[config.mk]
export PLATFORM = sky130hd
export DESIGN_NAME = pci64t_rd_target
export DESIGN_NICKNAME = d
export VERILOG_FILES = /design/src/rtl/pci64t_pkg.sv /design/src/rtl/pci64t_bar_match.sv /design/src/rtl/pci64t_rdbuf.sv /design/src/rtl/pci64t_rd_target.sv
export SDC_FILE = /design/constraint.sdc
export NUM_CORES = 1
export LEC_CHECK = 0
export BUFFER_PORTS_ARGS = -buffer_cell sky130_fd_sc_hd__buf_4
export CAP_MARGIN = 20
export CORE_UTILIZATION = 47
export CTS_CLUSTER_DIAMETER = 200
export DETAILED_ROUTE_END_ITERATION = 12
export PLACE_DENSITY = 0.8
export RECOVER_POWER = 25
export REMOVE_ABC_BUFFERS = 1
export SKIP_CTS_REPAIR_TIMING = 1
export SLEW_MARGIN = 20
export SYNTH_ARGS = -nofsm -noshare
export SYNTH_HDL_FRONTEND = slang
export SYNTH_HIERARCHICAL = 1
export SYNTH_SLANG_ARGS = --single-unit
[constraint.sdc]
create_clock -name clk -period 2.5 [get_ports clk]
set_input_delay 0.5 -clock clk [delete_from_list [all_inputs] [get_ports clk]]
set_output_delay 0.5 -clock clk [all_outputs]
set_load 0.01 [all_outputs]
[src/rtl/pci64t_pkg.sv]
package pci64t_pkg;

    typedef enum logic [2:0] {
        ST_IDLE,
        ST_DECODE,
        ST_CLAIM,
        ST_DATA,
        ST_TURN,
        ST_MISS
    } tgt_state_e;

    localparam logic [3:0] CMD_MEM_RD      = 4'b0110;
    localparam logic [3:0] CMD_MEM_RD_MULT = 4'b1100;
    localparam logic [3:0] CMD_MEM_RD_LINE = 4'b1110;

    function automatic logic is_mem_read(input logic [3:0] cmd);
        return (cmd == CMD_MEM_RD) || (cmd == CMD_MEM_RD_MULT) || (cmd == CMD_MEM_RD_LINE);
    endfunction

endpackage

[src/rtl/pci64t_bar_match.sv]
module pci64t_bar_match #(
    parameter int NUM_BARS = 6,
    parameter int AW       = 32,
    parameter logic [NUM_BARS-1:0][AW-1:0] BASES = '0,
    parameter logic [NUM_BARS-1:0][AW-1:0] MASKS = '0
) (
    input  logic [AW-1:0]       addr,
    output logic [NUM_BARS-1:0] hit_oh,
    output logic                any_hit
);

    logic [NUM_BARS-1:0] match;

    for (genvar g = 0; g < NUM_BARS; g++) begin : g_win
        assign match[g] = ((addr & MASKS[g]) == (BASES[g] & MASKS[g]));
    end

    // lowest index wins: last assignment in a descending scan
    always_comb begin
        hit_oh = '0;
        for (int i = NUM_BARS - 1; i >= 0; i--) begin
            if (match[i]) begin
                hit_oh    = '0;
                hit_oh[i] = 1'b1;
            end
        end
    end

    assign any_hit = |match;

endmodule

[src/rtl/pci64t_rdbuf.sv]
module pci64t_rdbuf #(
    parameter int DW = 64
) (
    input  logic          clk,
    input  logic          rst_n,
    input  logic          clear,
    input  logic          load,
    input  logic          unload,
    input  logic [DW-1:0] din,
    output logic [DW-1:0] dout,
    output logic          full
);

    always_ff @(posedge clk) begin
        if (!rst_n) begin
            full <= 1'b0;
            dout <= '0;
        end else if (clear) begin
            full <= 1'b0;
        end else if (load) begin
            full <= 1'b1;
            dout <= din;
        end else if (unload) begin
            full <= 1'b0;
        end
    end

endmodule

[src/rtl/pci64t_rd_target.sv]
module pci64t_rd_target
    import pci64t_pkg::*;
#(
    parameter int NUM_BARS = 6,
    parameter int AW       = 32,
    parameter int DW       = 64,
    parameter int CW       = 4,
    parameter logic [NUM_BARS-1:0][AW-1:0] BAR_BASE = {
        32'h5000_0000, 32'h4000_0000, 32'h3000_0000,
        32'h1000_0000, 32'h2000_0000, 32'h1000_0000},
    parameter logic [NUM_BARS-1:0][AW-1:0] BAR_MASK = {
        32'hF000_0000, 32'hFFFF_FF00, 32'hFFF0_0000,
        32'hFF00_0000, 32'hFFFF_0000, 32'hFFFF_F000}
) (
    input  logic                clk,
    input  logic                rst_n,
    input  logic                frame_n,
    input  logic                req64_n,
    input  logic                irdy_n,
    input  logic [AW-1:0]       ad_in,
    input  logic [CW-1:0]       cbe_in,
    output logic [DW-1:0]       ad_out,
    output logic                ad_oe,
    output logic                par_oe,
    output logic                ctl_oe,
    output logic                devsel_n,
    output logic                ack64_n,
    output logic                trdy_n,
    output logic                stop_n,
    output logic                loc_claim,
    output logic [NUM_BARS-1:0] loc_hit,
    output logic [AW-1:0]       loc_addr,
    output logic [CW-1:0]       loc_cmd,
    input  logic [DW-1:0]       loc_data,
    input  logic                loc_valid,
    output logic                loc_accept,
    output logic                loc_xfer
);

    tgt_state_e state, state_nx;

    logic                r64_q;
    logic [NUM_BARS-1:0] dec_oh;
    logic                dec_any;
    logic                claimable;
    logic                buf_full;
    logic                pci_xfer;
    logic                last_xfer;

    // address window decode on the latched address
    pci64t_bar_match #(
        .NUM_BARS (NUM_BARS),
        .AW       (AW),
        .BASES    (BAR_BASE),
        .MASKS    (BAR_MASK)
    ) u_dec (
        .addr    (loc_addr),
        .hit_oh  (dec_oh),
        .any_hit (dec_any)
    );

    assign claimable = dec_any && r64_q && is_mem_read(loc_cmd);
    assign pci_xfer  = (state == ST_DATA) && buf_full && !irdy_n;
    assign last_xfer = pci_xfer && frame_n;

    assign loc_accept = (state == ST_DATA) && (!buf_full || (pci_xfer && !frame_n));
    assign loc_xfer   = loc_accept && loc_valid;

    pci64t_rdbuf #(.DW(DW)) u_buf (
        .clk    (clk),
        .rst_n  (rst_n),
        .clear  (state != ST_DATA),
        .load   (loc_xfer),
        .unload (pci_xfer),
        .din    (loc_data),
        .dout   (ad_out),
        .full   (buf_full)
    );

    // address phase capture and window code
    always_ff @(posedge clk) begin
        if (!rst_n) begin
            loc_addr <= '0;
            loc_cmd  <= '0;
            r64_q    <= 1'b0;
            loc_hit  <= '0;
        end else begin
            if (state == ST_IDLE && !frame_n) begin
                loc_addr <= ad_in;
                loc_cmd  <= cbe_in;
                r64_q    <= !req64_n;
            end
            if (state == ST_DECODE) begin
                loc_hit <= dec_oh;
            end
        end
    end

    // next state
    always_comb begin
        state_nx = state;
        unique case (state)
            ST_IDLE:   if (!frame_n) state_nx = ST_DECODE;
            ST_DECODE: state_nx = claimable ? ST_CLAIM : ST_MISS;
            ST_CLAIM:  state_nx = ST_DATA;
            ST_DATA:   if (last_xfer) state_nx = ST_TURN;
            ST_TURN:   state_nx = ST_IDLE;
            ST_MISS:   if (frame_n && irdy_n) state_nx = ST_IDLE;
            default:   state_nx = ST_IDLE;
        endcase
    end

    // state register
    always_ff @(posedge clk) begin
        if (!rst_n) state <= ST_IDLE;
        else        state <= state_nx;
    end

    // outputs decoded from state
    always_comb begin
        ad_oe     = 1'b0;
        par_oe    = 1'b0;
        ctl_oe    = 1'b0;
        devsel_n  = 1'b1;
        ack64_n   = 1'b1;
        trdy_n    = 1'b1;
        stop_n    = 1'b1;
        loc_claim = 1'b0;
        unique case (state)
            ST_CLAIM: begin
                ctl_oe    = 1'b1;
                ad_oe     = 1'b1;
                loc_claim = 1'b1;
            end
            ST_DATA: begin
                ctl_oe    = 1'b1;
                ad_oe     = 1'b1;
                par_oe    = 1'b1;
                devsel_n  = 1'b0;
                ack64_n   = 1'b0;
                trdy_n    = !buf_full;
                loc_claim = 1'b1;
            end
            ST_TURN: begin
                ctl_oe = 1'b1;
                par_oe = 1'b1;
            end
            default: begin
            end
        endcase
    end

endmodule

==> results of run 1 <==
through the flow:
stage | instances | utilization
finish | 884 | 0.6532
global route | 884 | 0.6532
CTS | 884 | 0.6744
detailed placement | 870 | 0.6523
global placement | 870 | 0.6523
floorplan | 509 | -
where the power goes:
part / internal (W) / switching [W]
Combinational: 0.000436 / 0.000492
Sequential: 0.00186 / 0.000115
Clock: 0.000609 / 0.000572
kinds of logic after synthesis:
logic type,after synthesis,share of synthesized area
flip-flops,111,0.4564
AND/OR/NAND/NOR,262,0.2406
AO/OA/AOI/OAI,66,0.09920
multiplexers,64,0.1316
other,1,0.0007703
buffers and inverters,45,0.07145
state kept, by name, summed over array words and instances, names as in the netlist:
register    count
u_buf/full      1
loc_cmd         4
loc_hit         6
u_buf/dout     64
loc_addr       32
state           3
r64_q           1
routing by layer:
| metal | vias up | wire length [µm] | share of wire |
|---|---|---|---|
| met5 | - | 0 | 0 |
| met4 | 0 | 330 | 0.027 |
| met3 | 25 | 1177 | 0.095 |
| met2 | 164 | 5842 | 0.47 |
| met1 | 1984 | 5049 | 0.41 |
| li1 | 2193 | - | - |
tightest hold or removal path, stage by stage:
cell and delay [ns]:
buf_4 0.11, nand2_1 0.04, mux2i_1 0.06
cell usage after synthesis (all sizes together) (2+ instances only):
cell type	instances	area, µm²
nor4	7	95.09
mux2i	64	640.6
nand3	2	22.52
o211a	2	20.02
a21boi	43	322.8
nand2b	2	12.51
nand2	218	820.8
or4	2	22.52
inv	5	18.77
nor3b	2	15.01
nor2b	6	45.04
nor2	11	51.30
dfxtp	111	2222
a21oi	3	15.01
o21ai	10	50.05
clkbuf	6	22.52
and4	2	17.52
buf	34	306.5
and3	2	12.51
nor3	4	25.02
worst paths after layout:
path / to / slack (ns) / cells after the start
hold / removal: u_buf/dout[5]$_SDFFE_PN0P_ / 0.38 / 3
setup / recovery: state[1]$_SDFFE_PN0P_ / 0.21 / 8
hold reg to reg: loc_addr[5]$_SDFFE_PN0P_ / 0.46 / 2
setup reg to reg: state[1]$_SDFFE_PN0P_ / 0.21 / 8
final cells by class:
class	instances	area, µm²
fillers	876	3437
multi-input cells	393	2307
flip-flops and latches	111	2222
repair buffers	228	1539
well taps	133	166.4
clock buffers	11	151.4
clock inverters	3	67.56
inverters	5	18.77
==> run summary, run 1 <==
CTS sink cnt: 111
Clk pin slew, worst setup/hold paths: 0.10 ns
Least-Margin Pin Slew: 0.6745 ns
Worst rel slew slack: 0.5488
Leakage: 2.644 nW
Most frequent cells in the layout: 217 x nand2_1, 169 x buf_4, 111 x dfxtp_1
Post-DP HPWL: 9201 µm
Core box area: 9910 µm²
P&R area growth vs syn: 32.95%
CP max stage cell: or4_4
Detailed Route Iter0 Violations: 147
GRT Max-Usage Layer: met2
Final Skew: 0.008309 ns
IO Count: 222
Vias: 4,366
GR Layer Usage met2: 0.3849
Initial antenna violation count: 0
First-pass GRT wire length: 20,170 µm
Worst Slack Setup Final: 0.2065 ns
Clock Latency Late Sink: 0.37 ns
Pwr per Cell Area: 631.5 nW/µm²
Final Cell Area: 6472 µm²
Layout Nets: 854
Crit path from: loc_addr[25]$_SDFFE_PN0P_
Final Hold Vio Count: 0
Largest net degree at the start of global routing: 77
Vias in the first global route: 4,316
Required @ worst endpoint: 2.81 ns
Seq/Total Area, Yosys: 0.4564
Chip Width: 103.8 µm
Family with the most delay on the worst path: simple AND/OR/NAND/NOR gates
Commonest non-fill, non-tap cell in the layout: nand2_1
First drt pass iteration count: 4
GR Util met3: 0.07678
Critical path data arrival time: 2.60 ns
Critical path buffers and inverters: 0
Mapped Cells: 549
Die area: 10,770 µm²
Fin crit share: 0.9174
Cell area after placement: 6464 µm²
Minimum clock period: 2.293 ns
Clk root buf: clkbuf_8
FMAX: 436.0 MHz
Post-route DRC: 0
Synth unique cells: 46
Synth warn: 6
Status: finished clean
Register bit total from synthesis: 111
Port bufs: 220
R2r startpoint: loc_addr[25]$_SDFFE_PN0P_
Post-route ant nets: 0
Post-synth EDFFs: 0
Fin Setup TNS: 0 ns
Share of post-route cells with drive strength above 1: 0.2676
Met1 Track Usage GR: 0.2656
GRT Overall Usage: 0.2300
Hold crit path type: primary input to flop
Pwr Total: 0.004087 W
RSZ-0062 raised after global routing: no
# rows: 36
CP Launch Type: flop
Max_cap viols: 0
Total wire length: 12,400 µm
Mean area per synthesized cell: 8.868 µm²
Final Max Slew Viols: 0
RD Place Congestion: 0.8328
Asr flop ratio synth: 0
CTS max path bufs: 2
H-tree depth: 3
Avg Vias per Cell: 4.939
Die Y: 103.8 µm
Crit Path Category: flop to flop
Crit path capture type: flop
CTS tree: built
Gr ovfl total: 0
Critical path, cell by cell: or4_4 > nor2_4 > nand2_1 > o31ai_2 > o21ai_0 > nor4_1 > a31o_2 > o221a_2
Hold wc startpoint: loc_data[5]
Mapped cell area: 4868 µm²
Min Hold Slack: 0.3789 ns
Ant diodes: 0
Setup WS pre-CTS: 0.2414 ns
Top FF cell, synth: dfxtp_1
Critical Path Fanout Max: 4
Slowest stage delay, CP: 0.55 ns
Maximum vdd drop: 0.3999 mV
Initial Util: 0.4913
Final setup viols: 0
Wire per inst: 14.03 µm
CTS Buf Count: 9
Power figures use the tool's default switching activity.
==> run 2, diff against run 1 <==
--- a/config.mk
+++ b/config.mk
@@ -10,6 +10,7 @@
 export CORE_UTILIZATION = 47
 export CTS_CLUSTER_DIAMETER = 200
 export DETAILED_ROUTE_END_ITERATION = 12
+export GPL_TIMING_DRIVEN = 0
 export PLACE_DENSITY = 0.8
 export RECOVER_POWER = 25
 export REMOVE_ABC_BUFFERS = 1
==> run summary, run 2 (synthesis gave the netlist of run 1 again) <==
Status: finished clean
Crit Path Category: flop to flop
CP Launch Type: flop
Largest regs: u_buf/dout: 64 flops, loc_addr: 32 flops, loc_hit: 6 flops
GRT Overall Usage: 0.2200
Total wire length: 12,190 µm
Wire per inst: 13.75 µm
CTS sink cnt: 111
Wl on met1: 4884 µm
Port bufs: 220
Ant diodes: 0
Die area: 10,770 µm²
Final Util: 0.6520
Hold wc startpoint: ad_in[21]
Worst rel slew slack: 0.3404
Die Y: 103.8 µm
Leakage: 2.632 nW
Largest net degree at the start of global routing: 176
P&R area growth vs syn: 32.72%
Vias: 4,326
Chip Width: 103.8 µm
# rows: 36
Post-DP HPWL: 8900 µm
Highest metal used: met4
Minimum clock period: 2.388 ns
Final setup viols: 0
Final Cell Area: 6461 µm²
First-pass GRT wire length: 19,430 µm
RSZ-0062 raised after global routing: no
WL met3: 1134 µm
Avg Vias per Cell: 4.883
CTS max path bufs: 2
RD Place Congestion: 0.8113
Required @ worst endpoint: 2.81 ns
Least-Margin Pin Slew: 0.9894 ns
Post-route ant nets: 0
Share of post-route cells with drive strength above 1: 0.2709
Vias in the first global route: 4,200
Max_cap viols: 0
H-tree depth: 3
Detailed Route Iter0 Violations: 151
Critical path data arrival time: 2.69 ns
Layout Nets: 854
Commonest non-fill, non-tap cell in the layout: nand2_1
Final Skew: 0.01236 ns
Reg with most FFs: u_buf/dout
Initial antenna violation count: 0
Post-route DRC: 0
Fin crit share: 0.9553
Most frequent cells in the layout: 217 x nand2_1, 167 x buf_4, 110 x dfxtp_1
Maximum vdd drop: 0.3153 mV
IO Count: 222
Gr ovfl total: 0
R2r startpoint: loc_addr[25]$_SDFFE_PN0P_
FMAX: 418.7 MHz
Clk root buf: clkbuf_8
WL met2: 5958 µm
Final Hold Vio Count: 0
Core box area: 9910 µm²
Pwr per Cell Area: 603.5 nW/µm²
Largest register FFs: 64
Critical Path Fanout Max: 4
First drt pass iteration count: 4
Hold crit path type: primary input to flop
Clock Latency Late Sink: 0.37 ns
Final Max Slew Viols: 0
Crit path from: loc_addr[25]$_SDFFE_PN0P_
Cell area after placement: 6464 µm²
Crit path capture type: flop
Clk pin slew, worst setup/hold paths: 0.11 ns
CTS Buf Count: 9
Initial Util: 0.4913
CTS tree: built
-- run 2: worst paths after layout --
| check | end | cells past startpoint | slack, ns |
|---|---|---|---|
| worst max-delay path | state[1]$_SDFFE_PN0P_ | 8 | 0.11 |
| worst min-delay path | loc_addr[21]$_SDFFE_PN0P_ | 3 | 0.37 |
| worst max register to register | state[1]$_SDFFE_PN0P_ | 8 | 0.11 |
| worst min register to register | loc_addr[5]$_SDFFE_PN0P_ | 2 | 0.46 |
-- run 2: cell type report --
class | count | area (µm²)
multi-input cells | 393 | 2307
clock buffers | 9 | 123.9
well taps | 133 | 166.4
inverters | 5 | 18.77
fillers | 881 | 3448
repair buffers | 228 | 1564
clock inverters | 7 | 57.56
flip-flops and latches | 111 | 2223
-- run 2: layer usage --
metal  track usage  up-vias
li1              -     2193
met1        0.2437     1943
met2        0.3921      173
met3       0.07300       17
met4       0.07755        0
met5             0        -
-- run 2: per-stage QoR --
step | TNS (ns) | worst slack [ns] | instances | total power, W | hold slack [ns]
after floorplan | -51.34 | -0.8023 | 509 | 0.002486 | 0.4725
after global placement | -94.98 | -0.9916 | 862 | 0.002900 | 0.4431
after detailed placement | -0.6982 | -0.06847 | 867 | 0.002950 | 0.4492
after CTS | -0.9773 | -0.07721 | 883 | 0.003939 | 0.3530
after global routing | 0 | 0.003755 | 886 | 0.004092 | 0.3628
final | 0 | 0.1116 | 886 | 0.003899 | 0.3665
-- run 2: report_power, final --
part / switching (W) / internal [W]
clock network: 0.000627 / 0.000373
registers: 0.000134 / 0.00186
logic: 0.000470 / 0.000432
-- run 2: critical path: stages (launching register included) --
cell and delay (ns):
dfxtp_1 0.35, or4_4 0.56, nor2_4 0.17, nand2_1 0.09, o31ai_2 0.29, o21ai_0 0.13
nor4_1 0.35, a31o_2 0.22, o221a_2 0.17
